File: config.mk
export PLATFORM = sky130hd
export DESIGN_NAME = ewreg_file
export DESIGN_NICKNAME = d
export VERILOG_FILES = /design/src/rtl/ewrf_pkg.sv /design/src/rtl/ewrf_addr_gen.sv /design/src/rtl/ewrf_lane_bank.sv /design/src/rtl/ewrf_read_align.sv /design/src/rtl/ewreg_file.sv
export SDC_FILE = /design/constraint.sdc
export NUM_CORES = 2
export LEC_CHECK = 0
export BUFFER_PORTS_ARGS = -buffer_cell sky130_fd_sc_hd__buf_2
export CAP_MARGIN = 0
export CORE_ASPECT_RATIO = 1.25
export CORE_MARGIN = 1.5
export CORE_UTILIZATION = 57
export DETAILED_ROUTE_END_ITERATION = 10
export PLACE_DENSITY_LB_ADDON = 0.1
export SYNTH_ARGS = -nofsm -noshare
export SYNTH_HDL_FRONTEND = slang
export SYNTH_HIERARCHICAL = 1
export SYNTH_SLANG_ARGS = --single-unit
export TNS_END_PERCENT = 10
File: constraint.sdc
create_clock -name clk -period 9.95 [get_ports clk]
set_clock_uncertainty 0.15 [all_clocks]
set_input_delay 2.985 -clock clk [delete_from_list [all_inputs] [get_ports clk]]
set_output_delay 2.985 -clock clk [all_outputs]
set_load 0.02 [all_outputs]
File: src/rtl/ewrf_pkg.sv
package ewrf_pkg;

  typedef enum logic [1:0] {
    EW_D64 = 2'b00,
    EW_W32 = 2'b01,
    EW_H16 = 2'b10,
    EW_B8  = 2'b11
  } ew_code_e;

  // log2 of the element size in bytes
  function automatic logic [1:0] ew_log2_bytes(input ew_code_e c);
    return 2'd3 - c;
  endfunction

  // byte mask of one element, anchored at lane 0
  function automatic logic [7:0] ew_size_mask(input ew_code_e c);
    case (c)
      EW_D64:  return 8'hFF;
      EW_W32:  return 8'h0F;
      EW_H16:  return 8'h03;
      default: return 8'h01;
    endcase
  endfunction

endpackage

File: src/rtl/ewrf_addr_gen.sv
module ewrf_addr_gen
  import ewrf_pkg::*;
#(
  parameter int NREGS = 32,
  parameter int IDX_W = 6,
  parameter int REG_W = $clog2(NREGS)
) (
  input  logic [REG_W-1:0] base,
  input  logic [IDX_W-1:0] idx,
  input  logic [1:0]       wcode,
  output logic [REG_W-1:0] reg_num,
  output logic [2:0]       lane,
  output logic [7:0]       byte_mask,
  output logic             oor
);
  localparam int SUM_W = ((IDX_W > REG_W) ? IDX_W : REG_W) + 1;
  localparam int OFF_W = IDX_W + 3;

  logic [OFF_W-1:0] offset;
  logic [SUM_W-1:0] sum;

  always_comb begin
    offset    = {3'b000, idx} << ew_log2_bytes(ew_code_e'(wcode));
    sum       = SUM_W'(base) + SUM_W'(offset[OFF_W-1:3]);
    oor       = (sum >= SUM_W'(NREGS));
    reg_num   = sum[REG_W-1:0];
    lane      = offset[2:0];
    byte_mask = ew_size_mask(ew_code_e'(wcode)) << lane;
  end

endmodule

File: src/rtl/ewrf_lane_bank.sv
module ewrf_lane_bank #(
  parameter int NREGS = 32,
  parameter int REG_W = $clog2(NREGS)
) (
  input  logic             clk,
  input  logic             rst,
  input  logic             we,
  input  logic [REG_W-1:0] waddr,
  input  logic [7:0]       wdata,
  input  logic [REG_W-1:0] raddr_a,
  input  logic [REG_W-1:0] raddr_b,
  output logic [7:0]       rdata_a,
  output logic [7:0]       rdata_b
);
  logic [7:0] mem [NREGS];

  always_ff @(posedge clk) begin
    if (rst) begin
      for (int i = 0; i < NREGS; i++) mem[i] <= '0;
    end else if (we) begin
      mem[waddr] <= wdata;
    end
  end

  assign rdata_a = mem[raddr_a];
  assign rdata_b = mem[raddr_b];

endmodule

File: src/rtl/ewrf_read_align.sv
module ewrf_read_align (
  input  logic [63:0] word,
  input  logic [2:0]  lane,
  input  logic [7:0]  byte_mask,
  input  logic        oor,
  output logic [63:0] elem
);
  logic [63:0] shifted;
  logic [7:0]  low_mask;
  logic [63:0] bit_mask;

  always_comb begin
    shifted  = word >> {lane, 3'b000};
    low_mask = byte_mask >> lane;
    for (int j = 0; j < 8; j++) bit_mask[8*j +: 8] = {8{low_mask[j]}};
    elem = oor ? 64'd0 : (shifted & bit_mask);
  end

endmodule

File: src/rtl/ewreg_file.sv
module ewreg_file #(
  parameter int NREGS = 32,
  parameter int IDX_W = 6,
  parameter int REG_W = $clog2(NREGS)
) (
  input  logic             clk,
  input  logic             rst,
  input  logic             wr_en,
  input  logic [REG_W-1:0] wr_base,
  input  logic [IDX_W-1:0] wr_idx,
  input  logic [1:0]       wr_wcode,
  input  logic [63:0]      wr_data,
  output logic             wr_oor,
  input  logic [REG_W-1:0] rd_base,
  input  logic [IDX_W-1:0] rd_idx,
  input  logic [1:0]       rd_wcode,
  output logic [63:0]      rd_data,
  input  logic             sc_wr_en,
  input  logic [REG_W-1:0] sc_wr_addr,
  input  logic [63:0]      sc_wr_data,
  input  logic [REG_W-1:0] sc_rd_addr,
  output logic [63:0]      sc_rd_data
);
  localparam int NLANES = 8;

  logic [REG_W-1:0] w_reg, r_reg;
  logic [2:0]       w_lane, r_lane;
  logic [7:0]       w_mask, r_mask;
  logic             w_oor, r_oor;

  ewrf_addr_gen #(.NREGS(NREGS), .IDX_W(IDX_W), .REG_W(REG_W)) wgen_i (
    .base(wr_base), .idx(wr_idx), .wcode(wr_wcode),
    .reg_num(w_reg), .lane(w_lane), .byte_mask(w_mask), .oor(w_oor)
  );

  ewrf_addr_gen #(.NREGS(NREGS), .IDX_W(IDX_W), .REG_W(REG_W)) rgen_i (
    .base(rd_base), .idx(rd_idx), .wcode(rd_wcode),
    .reg_num(r_reg), .lane(r_lane), .byte_mask(r_mask), .oor(r_oor)
  );

  logic             ew_fire;
  logic [63:0]      ew_shifted;
  logic [NLANES-1:0] lane_we;
  logic [REG_W-1:0] lane_wa;
  logic [63:0]      lane_wd;
  logic [63:0]      elem_word;

  assign wr_oor     = wr_en & w_oor;
  assign ew_fire    = wr_en & ~w_oor & ~sc_wr_en;
  assign ew_shifted = wr_data << {w_lane, 3'b000};
  assign lane_wa    = sc_wr_en ? sc_wr_addr : w_reg;
  assign lane_wd    = sc_wr_en ? sc_wr_data : ew_shifted;

  for (genvar k = 0; k < NLANES; k++) begin : g_lane
    assign lane_we[k] = sc_wr_en | (ew_fire & w_mask[k]);

    ewrf_lane_bank #(.NREGS(NREGS), .REG_W(REG_W)) bank_i (
      .clk(clk), .rst(rst),
      .we(lane_we[k]), .waddr(lane_wa), .wdata(lane_wd[8*k +: 8]),
      .raddr_a(r_reg), .raddr_b(sc_rd_addr),
      .rdata_a(elem_word[8*k +: 8]), .rdata_b(sc_rd_data[8*k +: 8])
    );
  end

  ewrf_read_align align_i (
    .word(elem_word), .lane(r_lane), .byte_mask(r_mask), .oor(r_oor),
    .elem(rd_data)
  );

endmodule

==> impl_metrics.py <==
metrics = {
    "status": {
        "status": "complete, but fails checks",
        "violations": "negative setup slack",
    },
    "floorplan": {
        "fp-row-count": 185,
        "fp.coreArea_mm2": 0.203,
        "start_util_pct": 57.2,
        "die_height_um": 508,
        "fp.dieW_um": 407,
        "num_io_pins": 297,
        "dieArea_mm2": 0.207,
    },
    "timing": {
        "slew_headroom_pct": 16.8,
        "rsz0062_at_grt": "true",
        "worst_pin_slew_ps": 1250,
        "slew_viol_final": 0,
        "period_needed_ps": 10740,
        "fin_ws_ps": -789,
        "fin_tns_setup_ps": -39740,
        "setup_viol": 64,
        "min_period_over_period_pct": 108,
        "hold_violations": 0,
        "max_freq_mhz": 93.1,
    },
    "placement": {
        "hpwl_um": 253000,
        "port_buffers": 296,
        "place_congestion": 0.957,
        "dpl_cell_area_mm2": 0.122,
    },
    "cts": {
        "ctsHtreeMaxLevel": 4,
        "numCtsBuffers": 204,
        "cts-hold-fix-buffers": 0,
        "clock_sinks": 2048,
        "tritoncts": "built",
        "clkTransAtPathRegs_ps": 60,
        "ctsRootBufferMaster": "clkbuf_16",
        "cts_max_path_buffers": 3,
    },
    "global_route": {
        "antenna_found_initial": 18,
        "gr-total-overflow": 0,
        "grt_util_all_layers_pct": 34.7,
        "first_global_vias": 71200,
        "grt_max_degree": 84,
        "grt_pass1_wl_um": 506000,
    },
    "routing": {
        "drtAntennaViolNets": 0,
        "drc": 0,
        "wl_per_cell_um": 33.9,
        "met3_length_um": 36300,
        "wl_met2_um": 175000,
        "drt_iter0_drc": 8930,
        "highest_layer": "met5",
        "dr.pass1.iters": 7,
        "vias": 71200,
        "drt-met1-wl_um": 127000,
        "drt_wl_total_um": 357000,
        "vias_per_cell": 6.76,
    },
    "pwr": {
        "peakVddDrop_uv": 196,
        "p_seq_share_pct": 40.3,
        "pwr-share-comb_pct": 29.6,
        "power_leakage_nw": 44.9,
        "clockPowerShare_pct": 30.1,
        "switching_share_pct": 30.3,
        "p_per_area_mw_per_mm2": 197,
        "intPower_mw": 17.9,
        "switchingPower_mw": 7.81,
    },
    "logic_synthesis": {
        "synth_area_mm2": 0.116,
        "ys_ff_latch": 2048,
        "synth_edf_count": 2048,
        "synth_area_per_cell_um2": 15.8,
        "async_flop_share_pct": 0,
        "yosys-top-cells-area": "edfxtp_1 (53%), mux4_2 (26%), and2_1 (11%), mux2_2 (1.7%), or2_2 (1.4%)",
        "yosysTopAreaCell": "edfxtp_1",
        "ys_types": 65,
        "synth_flop_cell": "edfxtp_1",
        "synth_nets": 7523,
        "ys_warn_count": 6,
        "yosysTopAreaCellShare_pct": 52.9,
        "syn-instance-count": 7343,
        "ys_seq_area_share_pct": 52.9,
    },
    "cells_and_area": {
        "largest-register": "g_lane.bank_i/mem",
        "stdcell_area_mm2": 0.130,
        "nFillCells": 14400,
        "layout-drive-gt1-share_pct": 37.1,
        "largest_reg_flops": 2048,
        "largestRegisters": "g_lane.bank_i/mem (2048)",
        "area_growth_pct": 12.3,
        "finalNetCount": 7824,
    },
    "worst_hold_path": {
        "hp-class": "in2reg",
    },
    "critical_path": {
        "worstSetupPathType": "in2out",
        "end_kind": "output pin",
        "required_ps": 6820,
        "crit_arrival_ps": 7600,
        "path_max_fanout": 5,
        "crit_path_start_kind": "input pin",
    },
    "flow_run": {
        "cap_violations": 0,
    },
}
==> power groups by stage <==
stage | registers [mW] | clock network [mW] | logic (mW)
CTS | 10.4 | 7.83 | 7.30
floorplan | 10.4 | 0 | 4.14
detailed placement | 10.5 | 0 | 6.97
finish | 10.4 | 7.75 | 7.63
global placement | 10.5 | 0 | 6.92
global route | 10.4 | 8.11 | 7.80
==> worst max-delay path, stage by stage <==
cell,delay (ps)
buf_8,70
mux4_2,520
ha_4,190
fa_4,810
buf_12,160
buf_4,150
buf_16,170
buf_6,120
mux4_2,530
mux4_2,540
mux2_4,400
buf_6,150
mux2i_1,120
buf_4,150
mux4_2,280
nor2_2,50
buf_6,140
==> layout by cell type, fill, tap and decap left out, types with 24 or more instances in the layout <==
master        n
and2_1     2058
edfxtp_1   2048
mux4_2     1316
nor2_1      308
buf_4       298
buf_2       266
or2_2       258
clkbuf_16   219
mux2_2      116
buf_12       79
mux2_4       59
mux2i_1      58
clkinv_1     57
nand2_1      55
clkinv_2     35
buf_6        33
clkbuf_1     31
nand3b_1     27
or3b_2       25
o22ai_1      24
nand2b_1     24
==> routing by layer <==
layer | global-route usage, % | up-vias
li1 | - | 29200
met1 | 45.5 | 37000
met2 | 56.5 | 4165
met3 | 6.81 | 787
met4 | 15.8 | 2
met5 | 0 | -
==> cell type report <==
cell class | instances | area, µm² | area share, %
clock buffer | 246 | 5500 | 4.21
tap | 2711 | 3390 | 2.60
timing repair buffer | 709 | 6290 | 4.82
clock inverter | 129 | 1120 | 0.860
sequential | 2048 | 61500 | 47.1
antenna | 8 | 20.0 | 0.0153
multi-input combinational | 4670 | 52600 | 40.3
inverter | 11 | 41.3 | 0.0316
==> metrics by stage <==
| step | util [%] | instances | power (mW) | setup slack [ps] | hold WS (ps) |
|---|---|---|---|---|---|
| floorplan | - | 7343 | 14.5 | -7.84 | 3160 |
| global placement | 60.2 | 10100 | 17.4 | -1270 | 3670 |
| detailed placement | 60.2 | 10100 | 17.5 | -1250 | 3680 |
| CTS | 63.9 | 10500 | 25.5 | -851 | 2750 |
| global route | 64.3 | 10500 | 26.3 | -821 | 2810 |
| finish | 64.3 | 10500 | 25.7 | -789 | 2810 |
==> path summary, 6_finish.rpt <==
path	from	endpoint	cells after the start
min	sc_wr_data[18]	g_lane[2].bank_i/mem[22][2]$_SDFFCE_PN0P_	4
max	rd_wcode[0]	rd_data[13]	17
==> synthesized netlist by cell type (6+ instances only) <==
| master | number |
|---|---|
| or3b_2 | 25 |
| buf_2 | 33 |
| mux2_2 | 175 |
| nor2_1 | 314 |
| or3_1 | 9 |
| nand2b_1 | 24 |
| edfxtp_1 | 2048 |
| buf_1 | 126 |
| buf_6 | 23 |
| mux4_1 | 6 |
| nand4bb_1 | 16 |
| a21o_1 | 16 |
| buf_4 | 105 |
| o21ai_1 | 6 |
| a31oi_1 | 11 |
| a221o_1 | 8 |
| nand3_1 | 13 |
| o22ai_1 | 26 |
| a221oi_1 | 8 |
| ha_1 | 10 |
| or2_2 | 258 |
| clkbuf_1 | 319 |
| nand3b_1 | 27 |
| mux2i_1 | 93 |
| a21oi_1 | 11 |
| a211oi_1 | 18 |
| nand2_1 | 59 |
| mux4_2 | 1316 |
| o21ai_0 | 20 |
| inv_1 | 7 |
| nor2b_1 | 18 |
| and2_1 | 2059 |
| a22o_1 | 16 |
| or4b_2 | 8 |
| nand4b_1 | 10 |
| a22oi_1 | 20 |
| o31ai_1 | 8 |
| o2bb2ai_1 | 11 |
==> timing repair <==
item / CTS / global route
setup buffers: 9 / 33
cloned: 6 / 5
resized for setup: 146 / 95
pin swaps: 3 / 10
setup endpoints to repair: 64 / 64
==> logic make-up after synthesis <==
logic type / synth area share (%)
xor+xnor: 0.0452
simple gates: 14.9
compound gates: 1.25
fa+ha+maj: 0.142
flops: 52.9
mux: 28.1
buf+inv: 2.62
No activity file was read; power rests on OpenSTA's default activity.
